===== config.mk =====
export PLATFORM = sky130hd
export DESIGN_NAME = perm_tag_dir
export DESIGN_NICKNAME = d
export VERILOG_FILES = /design/src/rtl/ptd_pkg.sv /design/src/rtl/ptd_way_match.sv /design/src/rtl/ptd_lru.sv /design/src/rtl/perm_tag_dir.sv
export SDC_FILE = /design/constraint.sdc
export NUM_CORES = 2
export LEC_CHECK = 0
export BUFFER_PORTS_ARGS = -buffer_cell sky130_fd_sc_hd__buf_4
export CAP_MARGIN = 20
export CORE_MARGIN = 2
export CORE_UTILIZATION = 40
export DETAILED_ROUTE_END_ITERATION = 7
export SLEW_MARGIN = 20
export SYNTH_ARGS = -nofsm -noshare
export SYNTH_HDL_FRONTEND = slang
export SYNTH_SLANG_ARGS = --single-unit

===== constraint.sdc =====
create_clock -name clk -period 4.4 [get_ports clk]
set_input_delay 0 -clock clk [delete_from_list [all_inputs] [get_ports clk]]
set_output_delay 0 -clock clk [all_outputs]
set_load 0.02 [all_outputs]

===== src/rtl/ptd_pkg.sv =====
package ptd_pkg;

  typedef enum logic [3:0] {
    OP_LOOKUP    = 4'd0,
    OP_CHECK     = 4'd1,
    OP_ALLOC     = 4'd2,
    OP_DEALLOC   = 4'd3,
    OP_PROBE     = 4'd4,
    OP_LOCK_SET  = 4'd5,
    OP_LOCK_CLR  = 4'd6,
    OP_LOCK_TEST = 4'd7,
    OP_SET_PERM  = 4'd8
  } op_e;

  localparam logic [1:0] PERM_NP  = 2'd0;
  localparam logic [1:0] PERM_INV = 2'd1;
  localparam logic [1:0] PERM_RO  = 2'd2;
  localparam logic [1:0] PERM_RW  = 2'd3;

  localparam logic [1:0] REQ_LOAD   = 2'd0;
  localparam logic [1:0] REQ_IFETCH = 2'd1;
  localparam logic [1:0] REQ_STORE  = 2'd2;

  // Read-write grants everything; read-only grants reads only.
  function automatic logic access_ok(logic [1:0] perm, logic [1:0] req);
    return (perm == PERM_RW) ||
           ((perm == PERM_RO) && ((req == REQ_LOAD) || (req == REQ_IFETCH)));
  endfunction

endpackage


===== src/rtl/ptd_way_match.sv =====
module ptd_way_match
  import ptd_pkg::*;
#(
  parameter int WAYS   = 4,
  parameter int WAY_W  = 2,
  parameter int LINE_W = 26
) (
  input  logic [WAYS-1:0]             way_valid,
  input  logic [WAYS-1:0][1:0]        way_perm,
  input  logic [WAYS-1:0][LINE_W-1:0] way_line,
  input  logic [LINE_W-1:0]           line,
  output logic [WAYS-1:0]             hit_vec,
  output logic                        present,
  output logic [WAY_W-1:0]            present_way,
  output logic                        free,
  output logic [WAY_W-1:0]            free_way
);

  logic [WAYS-1:0] free_vec;

  for (genvar w = 0; w < WAYS; w++) begin : g_way
    assign hit_vec[w]  = way_valid[w] && (way_line[w] == line) && (way_perm[w] != PERM_NP);
    assign free_vec[w] = !way_valid[w] || (way_perm[w] == PERM_NP);
  end

  // Lowest-numbered way wins in both encoders.
  always_comb begin
    present     = |hit_vec;
    free        = |free_vec;
    present_way = '0;
    free_way    = '0;
    for (int w = WAYS - 1; w >= 0; w--) begin
      if (hit_vec[w])  present_way = WAY_W'(w);
      if (free_vec[w]) free_way    = WAY_W'(w);
    end
  end

endmodule


===== src/rtl/ptd_lru.sv =====
module ptd_lru #(
  parameter int SETS  = 8,
  parameter int WAYS  = 4,
  parameter int SET_W = 3,
  parameter int WAY_W = 2
) (
  input  logic             clk,
  input  logic             rst_n,
  input  logic [SET_W-1:0] set_i,
  input  logic             touch_en,
  input  logic [WAY_W-1:0] touch_way,
  output logic [WAY_W-1:0] victim_way
);

  localparam logic [WAY_W-1:0] OLDEST = WAY_W'(WAYS - 1);

  // Age 0 is most recent; the ages of a set form a permutation.
  logic [WAYS-1:0][WAY_W-1:0] age_q [SETS];
  logic [WAYS-1:0][WAY_W-1:0] cur_age;
  logic [WAYS-1:0][WAY_W-1:0] nxt_age;
  logic [WAYS-1:0]            oldest_vec;

  always_comb cur_age = age_q[set_i];

  for (genvar w = 0; w < WAYS; w++) begin : g_old
    assign oldest_vec[w] = (cur_age[w] == OLDEST);
  end

  always_comb begin
    victim_way = '0;
    for (int w = WAYS - 1; w >= 0; w--) begin
      if (oldest_vec[w]) victim_way = WAY_W'(w);
    end
  end

  always_comb begin
    for (int w = 0; w < WAYS; w++) begin
      if (WAY_W'(w) == touch_way)              nxt_age[w] = '0;
      else if (cur_age[w] < cur_age[touch_way]) nxt_age[w] = cur_age[w] + 1'b1;
      else                                      nxt_age[w] = cur_age[w];
    end
  end

  always_ff @(posedge clk or negedge rst_n) begin
    if (!rst_n) begin
      for (int s = 0; s < SETS; s++) begin
        for (int w = 0; w < WAYS; w++) begin
          age_q[s][w] <= WAY_W'(WAYS - 1 - w);
        end
      end
    end else if (touch_en) begin
      age_q[set_i] <= nxt_age;
    end
  end


  lru_single_victim_chk: assert property (@(posedge clk) disable iff (!rst_n)
    $countones(oldest_vec) == 1);

endmodule


===== src/rtl/perm_tag_dir.sv =====
module perm_tag_dir
  import ptd_pkg::*;
#(
  parameter int LINE_W      = 26,
  parameter int LINE_BYTES  = 64,
  parameter int CACHE_BYTES = 2048,
  parameter int WAYS        = 4,
  parameter int CTX_W       = 4,
  parameter int IDX_LSB     = 0,
  localparam int SETS       = CACHE_BYTES / WAYS / LINE_BYTES,
  localparam int SET_W      = $clog2(SETS),
  localparam int WAY_W      = $clog2(WAYS)
) (
  input  logic              clk,
  input  logic              rst_n,
  input  logic              cmd_valid,
  output logic              cmd_ready,
  input  logic [3:0]        cmd_op,
  input  logic [LINE_W-1:0] cmd_line,
  input  logic [1:0]        cmd_req,
  input  logic [1:0]        cmd_perm,
  input  logic [CTX_W-1:0]  cmd_ctx,
  output logic              rsp_valid,
  output logic              rsp_hit,
  output logic [WAY_W-1:0]  rsp_way,
  output logic [1:0]        rsp_perm,
  output logic              rsp_avail,
  output logic [LINE_W-1:0] rsp_victim,
  output logic              rsp_err
);

  localparam logic [CTX_W-1:0] UNOWNED = '1;

  // Directory state
  logic [WAYS-1:0]              valid_q [SETS];
  logic [WAYS-1:0][LINE_W-1:0]  line_q  [SETS];
  logic [WAYS-1:0][1:0]         perm_q  [SETS];
  logic [WAYS-1:0][CTX_W-1:0]   lock_q  [SETS];

  op_e                op;
  logic               accept;
  logic [SET_W-1:0]   set_idx;
  logic [WAYS-1:0]    hit_vec;
  logic               present, free, avail, alloc_ok;
  logic [WAY_W-1:0]   present_way, free_way, victim_way;
  logic [1:0]         cur_perm;
  logic [CTX_W-1:0]   cur_lock;

  logic               wr_en, wr_valid;
  logic [WAY_W-1:0]   wr_way;
  logic [LINE_W-1:0]  wr_line;
  logic [1:0]         wr_perm;
  logic [CTX_W-1:0]   wr_lock;
  logic               touch_en;
  logic [WAY_W-1:0]   touch_way;

  logic               hit_d, err_d;
  logic [WAY_W-1:0]   way_d;
  logic [1:0]         perm_d;
  logic [LINE_W-1:0]  victim_d;

  // Registered copies used by the checks
  op_e                op_q;
  logic [1:0]         req_q;
  logic [SET_W-1:0]   set_q;

  assign cmd_ready = 1'b1;
  assign accept    = cmd_valid;
  assign op        = op_e'(cmd_op);
  assign set_idx   = cmd_line[IDX_LSB +: SET_W];

  ptd_way_match #(.WAYS(WAYS), .WAY_W(WAY_W), .LINE_W(LINE_W)) u_match (
    .way_valid   (valid_q[set_idx]),
    .way_perm    (perm_q[set_idx]),
    .way_line    (line_q[set_idx]),
    .line        (cmd_line),
    .hit_vec     (hit_vec),
    .present     (present),
    .present_way (present_way),
    .free        (free),
    .free_way    (free_way)
  );

  ptd_lru #(.SETS(SETS), .WAYS(WAYS), .SET_W(SET_W), .WAY_W(WAY_W)) u_lru (
    .clk        (clk),
    .rst_n      (rst_n),
    .set_i      (set_idx),
    .touch_en   (touch_en),
    .touch_way  (touch_way),
    .victim_way (victim_way)
  );

  assign cur_perm = perm_q[set_idx][present_way];
  assign cur_lock = lock_q[set_idx][present_way];
  assign avail    = present || free;
  assign alloc_ok = (op == OP_ALLOC) && !present && free;

  // Next-state decision for the single way a command may write.
  always_comb begin
    wr_en     = 1'b0;
    wr_way    = present_way;
    wr_valid  = valid_q[set_idx][present_way];
    wr_line   = line_q[set_idx][present_way];
    wr_perm   = cur_perm;
    wr_lock   = cur_lock;
    touch_en  = 1'b0;
    touch_way = present_way;
    err_d     = 1'b0;
    hit_d     = present;
    unique case (op)
      OP_LOOKUP: touch_en = accept && present;
      OP_CHECK: begin
        touch_en = accept && present;
        hit_d    = present && access_ok(cur_perm, cmd_req);
      end
      OP_ALLOC: begin
        err_d = !alloc_ok;
        if (alloc_ok) begin
          wr_en     = accept;
          wr_way    = free_way;
          wr_valid  = 1'b1;
          wr_line   = cmd_line;
          wr_perm   = PERM_INV;
          wr_lock   = UNOWNED;
          touch_en  = accept;
          touch_way = free_way;
        end
      end
      OP_DEALLOC: begin
        err_d    = !present;
        wr_en    = accept && present;
        wr_valid = 1'b0;
        wr_line  = '0;
        wr_perm  = PERM_NP;
        wr_lock  = UNOWNED;
      end
      OP_LOCK_SET: begin
        err_d   = !present;
        wr_en   = accept && present;
        wr_lock = cmd_ctx;
      end
      OP_LOCK_CLR: begin
        err_d   = !present;
        wr_en   = accept && present;
        wr_lock = UNOWNED;
      end
      OP_LOCK_TEST: begin
        err_d = !present;
        hit_d = present && (cur_lock == cmd_ctx);
      end
      OP_SET_PERM: begin
        err_d   = !present;
        wr_en   = accept && present;
        wr_perm = cmd_perm;
      end
      default: ;
    endcase
    way_d    = present ? present_way : (alloc_ok ? free_way : '0);
    perm_d   = present ? cur_perm : PERM_NP;
    victim_d = avail ? '0 : line_q[set_idx][victim_way];
  end

  always_ff @(posedge clk or negedge rst_n) begin
    if (!rst_n) begin
      for (int s = 0; s < SETS; s++) begin
        valid_q[s] <= '0;
        line_q[s]  <= '0;
        perm_q[s]  <= '0;
        lock_q[s]  <= '1;
      end
    end else if (wr_en) begin
      valid_q[set_idx][wr_way] <= wr_valid;
      line_q[set_idx][wr_way]  <= wr_line;
      perm_q[set_idx][wr_way]  <= wr_perm;
      lock_q[set_idx][wr_way]  <= wr_lock;
    end
  end

  always_ff @(posedge clk or negedge rst_n) begin
    if (!rst_n) begin
      rsp_valid  <= 1'b0;
      rsp_hit    <= 1'b0;
      rsp_way    <= '0;
      rsp_perm   <= '0;
      rsp_avail  <= 1'b0;
      rsp_victim <= '0;
      rsp_err    <= 1'b0;
      op_q       <= OP_LOOKUP;
      req_q      <= '0;
      set_q      <= '0;
    end else begin
      rsp_valid <= accept;
      if (accept) begin
        rsp_hit    <= hit_d;
        rsp_way    <= way_d;
        rsp_perm   <= perm_d;
        rsp_avail  <= avail;
        rsp_victim <= victim_d;
        rsp_err    <= err_d;
        op_q       <= op;
        req_q      <= cmd_req;
        set_q      <= set_idx;
      end
    end
  end


  rsp_follows_cmd_chk: assert property (@(posedge clk) disable iff (!rst_n)
    cmd_valid |=> rsp_valid);

  rsp_idle_chk: assert property (@(posedge clk) disable iff (!rst_n)
    !cmd_valid |=> !rsp_valid);

  single_copy_chk: assert property (@(posedge clk) disable iff (!rst_n)
    cmd_valid |-> $onehot0(hit_vec));

  store_needs_rw_chk: assert property (@(posedge clk) disable iff (!rst_n)
    (rsp_valid && op_q == OP_CHECK && req_q == REQ_STORE && rsp_hit) |-> (rsp_perm == PERM_RW));

  victim_same_set_chk: assert property (@(posedge clk) disable iff (!rst_n)
    (rsp_valid && op_q == OP_PROBE && !rsp_avail) |-> (rsp_victim[IDX_LSB +: SET_W] == set_q));

  lock_test_err_chk: assert property (@(posedge clk) disable iff (!rst_n)
    (rsp_valid && op_q == OP_LOCK_TEST && rsp_hit) |-> !rsp_err);

endmodule


# Yosys cells after proc, flatten, opt, wreduce, memory -nomap -nowiden
# Cells that the tools add are included.
word_totals:
  ff_bits: 1154
  out_inout_bits: 35
  wordCells: 315
op_classes:
  n_addsub: 4
  magnitude_cmp: 10
  eq_ne: 22
  muxes: 89
  bitwise: 1
  n_reduce_logical: 46
ops:
  columns: ["operator", "n"]
  rows:
  - ["$bwmux 832", 1]
  - ["$bmux 104 s3", 1]
  - ["$demux 104 s3", 1]
  - ["$mux 104", 3]
  - ["$mux 26", 5]
  - ["$bwmux 128", 1]
  - ["$bwmux 64", 2]
  - ["$bmux 26 s2", 2]
  - ["$eq 26x26->1", 4]
  - ["$mux 2", 29]
  - ["$demux 26 s2", 1]
  - ["$pmux 26 s2", 1]
  - ["$bmux 16 s3", 1]
  - ["$bmux 8 s3", 2]
  - ["$demux 16 s3", 1]
  - ["$demux 8 s3", 2]
  - ["$mux 16", 3]
  - ["$mux 8", 6]
  - ["$bwmux 32", 1]
  - ["$mux 4", 6]
  - ["$logic_and 1x1->1", 16]
  - ["$bmux 4 s3", 1]
  - ["$demux 4 s3", 1]
  - ["$eq 2x2->1 const B", 6]
  - ["33 further kinds", 75]

# Logic depth before layout (Yosys ltp)
depth:
  ltp_word: 20
  mapped_depth: 23
  mapped_depth_nobuf: 14

# Modules after synthesis
# Synthesis repeated with hierarchy kept, for this count alone.
unflattened:
  cells_unflattened: 5273
  area_unflattened_um2: 54078.1
modules_own_cells:
  columns: ["module", "n_inst", "cells_per_inst", "area_each_um2", "seq_area_each_um2"]
  rows:
  - ["perm_tag_dir", 1, 4747, 49388.6, 27436.3]
  - ["ptd_lru", 1, 364, 3437.0, 1641.6]
  - ["ptd_way_match", 1, 162, 1252.5, 0.0]

# Least setup slack after synthesis
# No wires, ideal clock.
synth_path:
  path_kind: "in2reg"
  start: "input cmd_line[2]"
  end: "register u_lru.age_q[5] (netlist name)"
  setup_time_ns: 0.125
  arrival_ns: 4.132
  required_time_ns: 4.275
  path_slack_ns: 0.143
  cell_stages: 20
  path_buffers: 7
  path_cell_list: "buf_2 -> buf_6 -> buf_2 -> buf_4 -> buf_2 -> mux2_2 -> o22ai_1 -> nor3_1 -> nor4_1 -> nand4b_1 -> nor4_4 -> nor3_1 -> o21a_1 -> buf_2 -> nor2b_1 -> or3_1 -> buf_2 -> o31a_1 -> o211a_1 -> mux2_2"
synth_between:
  elab_chain_cells: 19
  word_cells_on_any_way: 72
  cone_classes: "1 x add/sub; 3 x order compare; 5 x eq/ne; 31 x mux; 1 x bitwise; 31 x reduce/logical"
synth_rtl:
  columns: ["element", "line_no", "source"]
  rows:
  - ["start, declared", "perm_tag_dir.sv:19", "input logic [LINE_W-1:0] cmd_line,"]
  - ["$not 3->4 (implied by the code)", null, null]
  - ["$bmux 104 s3", "perm_tag_dir.sv:75", ".way_line (line_q[set_idx]),"]
  - ["$mux 104 (implied by the code) (2 in series)", "perm_tag_dir.sv:75", null]
  - ["$eq 26x26->1", "ptd_way_match.sv:22", "assign hit_vec[w] = way_valid[w] && (way_line[w] == line) && (way_perm[w] != PERM_NP);"]
  - ["$logic_and 1x1->1 (2 in series)", "ptd_way_match.sv:22", null]
  - ["$mux 2 or $reduce_or 4->1 (tied branches)", "ptd_way_match.sv:33, ptd_way_match.sv:28", null]
  - ["$mux 2 or $logic_not 1->1 (tied branches)", "ptd_way_match.sv:33, perm_tag_dir.sv:96", null]
  - ["$mux 2 or $logic_and 1x1->1 (tied branches) (2 in series)", "ptd_way_match.sv:33, perm_tag_dir.sv:96", null]
  - ["$mux 2", "perm_tag_dir.sv:118", "if (alloc_ok) begin"]
  - ["$mux 2", "perm_tag_dir.sv:110", "unique case (op)"]
  - ["$bmux 2 s2", "ptd_lru.sv:39", "else if (cur_age[w] < cur_age[touch_way]) nxt_age[w] = cur_age[w] + 1'b1;"]
  - ["$mux 2 (implied by the code)", "ptd_lru.sv:39", null]
  - ["$lt 2x2->1", "ptd_lru.sv:39", null]
  - ["$mux 2", "ptd_lru.sv:39", null]
  - ["$mux 2", "ptd_lru.sv:38", "if (WAY_W'(w) == touch_way) nxt_age[w] = '0;"]
  - ["$bwmux 64", "ptd_lru.sv:52", "age_q[set_i] <= nxt_age;"]
  - ["end signal, assigned by index", "ptd_lru.sv:48", "age_q[s][w] <= WAY_W'(WAYS - 1 - w);"]
  - ["end signal, assigned by index", "ptd_lru.sv:52", null]
  - ["end, declared", "ptd_lru.sv:18", "logic [WAYS-1:0][WAY_W-1:0] age_q [SETS];"]
# Several ways; a longest one is shown, not always the timed one. The select of a mux whose other input is x is not followed.
# A chain may end at the register's enable or synchronous reset.

# Worst setup path after layout
layout_path:
  start: "register line_q[351] (netlist name)"
  end: "register line_q[387] (netlist name)"
layout_between:
  elab_chain_cells: 19
  word_cells_on_any_way: 29
  cone_classes: "2 x order compare; 1 x eq/ne; 18 x mux; 8 x reduce/logical"
layout_rtl:
  columns: ["element", "line_no", "source"]
  rows:
  - ["start, declared", "perm_tag_dir.sv:36", "logic [WAYS-1:0][LINE_W-1:0] line_q [SETS];"]
  - ["start signal, assigned by index", "perm_tag_dir.sv:173", "line_q[set_idx][wr_way] <= wr_line;"]
  - ["$bmux 104 s3 (*)", "perm_tag_dir.sv:75", null]
  - ["$mux 104 (implied by the code) (*) (2 in series)", "perm_tag_dir.sv:75", null]
  - ["$eq 26x26->1 (*)", "ptd_way_match.sv:22", null]
  - ["$logic_and 1x1->1 (*) (2 in series)", "ptd_way_match.sv:22", null]
  - ["$reduce_or 4->1", "ptd_way_match.sv:28", "present = |hit_vec;"]
  - ["$logic_not 1->1", "perm_tag_dir.sv:96", "assign alloc_ok = (op == OP_ALLOC) && !present && free;"]
  - ["$logic_and 1x1->1 (2 in series)", "perm_tag_dir.sv:96", null]
  - ["$mux 2", "perm_tag_dir.sv:118", null]
  - ["$mux 2", "perm_tag_dir.sv:110", null]
  - ["$lt 2x3->1 (implied by the code) or $ge 2x1->1 (tied branches)", "perm_tag_dir.sv:173", null]
  - ["$logic_and 1x1->1 (implied by the code)", "perm_tag_dir.sv:173", null]
  - ["$mux 26 (implied by the code)", "perm_tag_dir.sv:173", null]
  - ["$demux 26 s2", "perm_tag_dir.sv:173", null]
  - ["$mux 104 (implied by the code)", "perm_tag_dir.sv:173", null]
  - ["$demux 104 s3", "perm_tag_dir.sv:173", null]
  - ["$bwmux 832", "perm_tag_dir.sv:173", null]
# Mark *: on every way between the ends. The rest lies on a longest branch, timed or not. The select of a mux whose other input is x is not followed.

==> out/metrics.yaml <==
synthCells: 5381
synth_xor_area_share_pct: 0.922
viasPerCell: 5.86
grt_pass1_wl_mm: 302
ys_seq_area_share_pct: 52.8
drc: 0
areaGrowthSynthToFinish_pct: 28.7
power.density_mw_per_mm2: 344
tightest_slew_ns: 0.872
path_cells: "mux2i_1 > a22oi_1 > a21boi_0 > nor4b_1 > buf_4 > nand4_1 > nor4_4 > buf_4 > o21bai_4 > buf_12 > buf_16 > buf_12 > buf_6 > mux2i_2 > mux2i_1 > nor2_1 > a21oi_4 > clkbuf_16 > o21ai_1"
synth-async-reset-ratio_pct: 100
synth_fa_ha_area_share_pct: 0.109
total_power_w: 0.0244
final_common_cell: "nand2_1"
fin_nets: 6001
grt_max_degree: 131
synth_top_family_by_area: "compound AO/OA/AOI/OAI gates"
vias: 46000
status: "complete, but fails checks"
avgSynthCellArea_sq_um: 10.2
htree_num_levels: 4
cp_data_arrival_time_ns: 5.16
die_w_microns: 375
whs_path_depth: 2
row_count: 136
die_area_sq_mm: 0.141
leakage_nw: 32.2
yosysWarnings: 0
synth-compound-area-share_pct: 16.3
dp_hpwl_mm: 143
hold_start: "cmd_valid"
synth_ff_type: "dfrtp_1"
slew_headroom_pct: 41.9
path_clk_slew_ns: 0.07
ioPinCount: 76
synth.area.mux_share_pct: 13.5
maxSlewViolCount: 0
hold_class: "in2reg"
critical_path_class: "reg2reg"
cts_sinks: 1154
synth-simple-area-share_pct: 12.1
clockBufferDepth: 3
grt_pass1_vias: 43700
drt_iter0_drc: 4799
dp_slack_ns: -0.751
setup_ws_ns: -0.106
grt_usage_pct: 29.1
setup_tns_ns: -11.99
fin_skew_ns: 0.0320
drv_cap: 0
syn_nets: 5426
reg2reg_depth: 19
ys_types: 94
crit_required_ns: 5.06
crit_path_top_delay_cell: "a22oi_1"
max_freq_mhz: 222
hold_violations: 0
final_cell_mix: "1,043 x nand2_1, 994 x dfrtp_1, 756 x o21ai_0"
synth-edff-count: 0
nFillCells: 12100
worstReg2RegStart: "line_q[351]"
drtPass1Iterations: 6
period_needed_ns: 4.51
ys_ff_latch: 1154
rsz0062_at_grt: "yes"
crit_path_start_kind: "flop"
io_buffer_count: 73
gp_congestion: 1.06
cts_buffers: 131
setup_viol: 291
peakVddDrop_v: 0.000335
cp_max_fo: 8
min_to: "rsp_valid"
cts_root_buf: "clkbuf_16"
grt-ovfl-total: 0
routed_wl_mm: 213
drive_above_1_share_pct: 31.1
core-area_sq_mm: 0.137
antenna_found_initial: 10
wl_per_cell_microns: 27.1
endpoint_kind: "flop"
drt.antenna.violating_nets: 0
r2r_slack_ns: -0.11
die_h_microns: 375
netlist_area_sq_mm: 0.0551
period_share_pct: 102
max_stage_delay_ns: 0.47
cts_tree: "built"
insertion_delay_ns: 0.79
initial_core_util_pct: 40.2
violations: "negative setup slack"
r2r_end: "line_q[387]"
## cell usage after synthesis, types with 25 or more instances
| library cell | instances | area share (%) |
|---|---|---|
| buf_2 | 109 | 0.99 |
| mux2_2 | 220 | 4.5 |
| dfstp_2 | 160 | 7.6 |
| inv_1 | 45 | 0.31 |
| nor2_1 | 121 | 0.82 |
| o2bb2ai_1 | 29 | 0.46 |
| o22ai_1 | 70 | 0.80 |
| o21ai_0 | 1003 | 9.1 |
| nor3_1 | 35 | 0.32 |
| xnor2_1 | 44 | 0.70 |
| clkbuf_1 | 300 | 2.0 |
| o21ai_1 | 26 | 0.24 |
| buf_4 | 34 | 0.46 |
| and2_1 | 56 | 0.64 |
| dfrtp_1 | 994 | 45 |
| mux4_2 | 116 | 4.7 |
| or2_2 | 25 | 0.28 |
| mux2i_1 | 227 | 4.1 |
| nand3_1 | 36 | 0.33 |
| nand2_1 | 1075 | 7.3 |
| a21oi_1 | 92 | 0.84 |
| a221oi_1 | 49 | 0.78 |
| a22oi_1 | 136 | 1.9 |
## per-layer routing
metal / share of wire, % / vias to the layer above / GRT usage (%)
li1: - / 20300 / -
met1: 42 / 23200 / 41.0
met2: 44 / 2096 / 44.0
met3: 8.6 / 469 / 5.07
met4: 4.9 / 10 / 12.8
met5: 0.023 / - / 0
## power by group
part	total (W)	switching, W	leakage (nW)	internal [W]
sequential	0.0108	0.0000607	15.4	0.0107
clock	0.0112	0.00462	2.17	0.00661
combinational	0.00237	0.00146	14.6	0.000912
total	0.0244	0.00614	32.2	0.0183
## final cells by class
class                           count  area [sq um]  share of cell area, %
Sequential cell                  1154         29100                   41.0
Timing Repair Buffer              917          9910                   14.0
Clock inverter                     42           520                  0.734
Multi-Input combinational cell   3705         25100                   35.3
Tap cell                         1794          2240                   3.17
Clock buffer                      192          3880                   5.47
Inverter                           47           179                  0.252
Antenna cell                        8          20.0                 0.0282
## critical path: cells and delay by family, from the launching register on
family | cells | cell delay (ns)
flops | 1 | 0.35
buf+inv | 7 | 1.22
simple gates | 4 | 1.27
compound gates | 5 | 1.16
mux | 3 | 0.34
## per-stage QoR
stage | cell area [sq um] | cells | utilization (%) | hold slack [ns]
after floorplan | 55100 | 5381 | - | -0.296
after global placement | 63400 | 7484 | 46.2 | 0.0932
after detailed placement | 63400 | 7484 | 46.2 | 0.0839
after CTS | 68700 | 7768 | 50.1 | 0.0130
after global routing | 70900 | 7852 | 51.7 | 0.0439
final | 70900 | 7859 | 51.7 | 0.0480
## how the worst max path moves through the flow
stage                            from               to  slack, ns  depth (start not counted)
final                     line_q[351]      line_q[387]      -0.11                         19
after global routing      line_q[609]      line_q[320]      -0.20                         22
after CTS                 line_q[699]          rsp_hit      -0.06                         16
after detailed placement  cmd_line[1]  u_lru.age_q[32]      -0.75                         18
after global placement    cmd_line[1]  u_lru.age_q[32]      -0.71                         18
after floorplan           cmd_line[2]   u_lru.age_q[5]       0.14                         20
## cell families (layout without fill, tap and decap cells)
logic type / count (synthesis) / after routing
compound gates: 1546 / 1546
xor+xnor: 58 / 58
fa+ha+maj: 5 / 5
buf+inv: 522 / 1198
flops: 1154 / 1154
mux: 569 / 569
other cells: 1 / 9
simple gates: 1526 / 1526
## sequential cells by signal, indices dropped and copies added (netlist names)
| name | count |
|---|---|
| line_q | 832 |
| lock_q | 128 |
| perm_q | 64 |
| rsp_avail | 1 |
| rsp_err | 1 |
| rsp_hit | 1 |
| rsp_perm | 2 |
| rsp_valid | 1 |
| rsp_victim | 26 |
| rsp_way | 2 |
| u_lru.age_q | 64 |
| valid_q | 32 |
## repair_timing
item | 4_1_cts | 5_1_grt
setup endpoints to repair | 1123 | 1100
resized for setup | 94 | 445
hold buffers | 39 | 0
endpoints found under the hold margin | 1572 | 0
pin swaps | 24 | 59
gates cloned | 2 | 38
setup buffers | 9 | 49
Power figures use the tool's default switching activity.
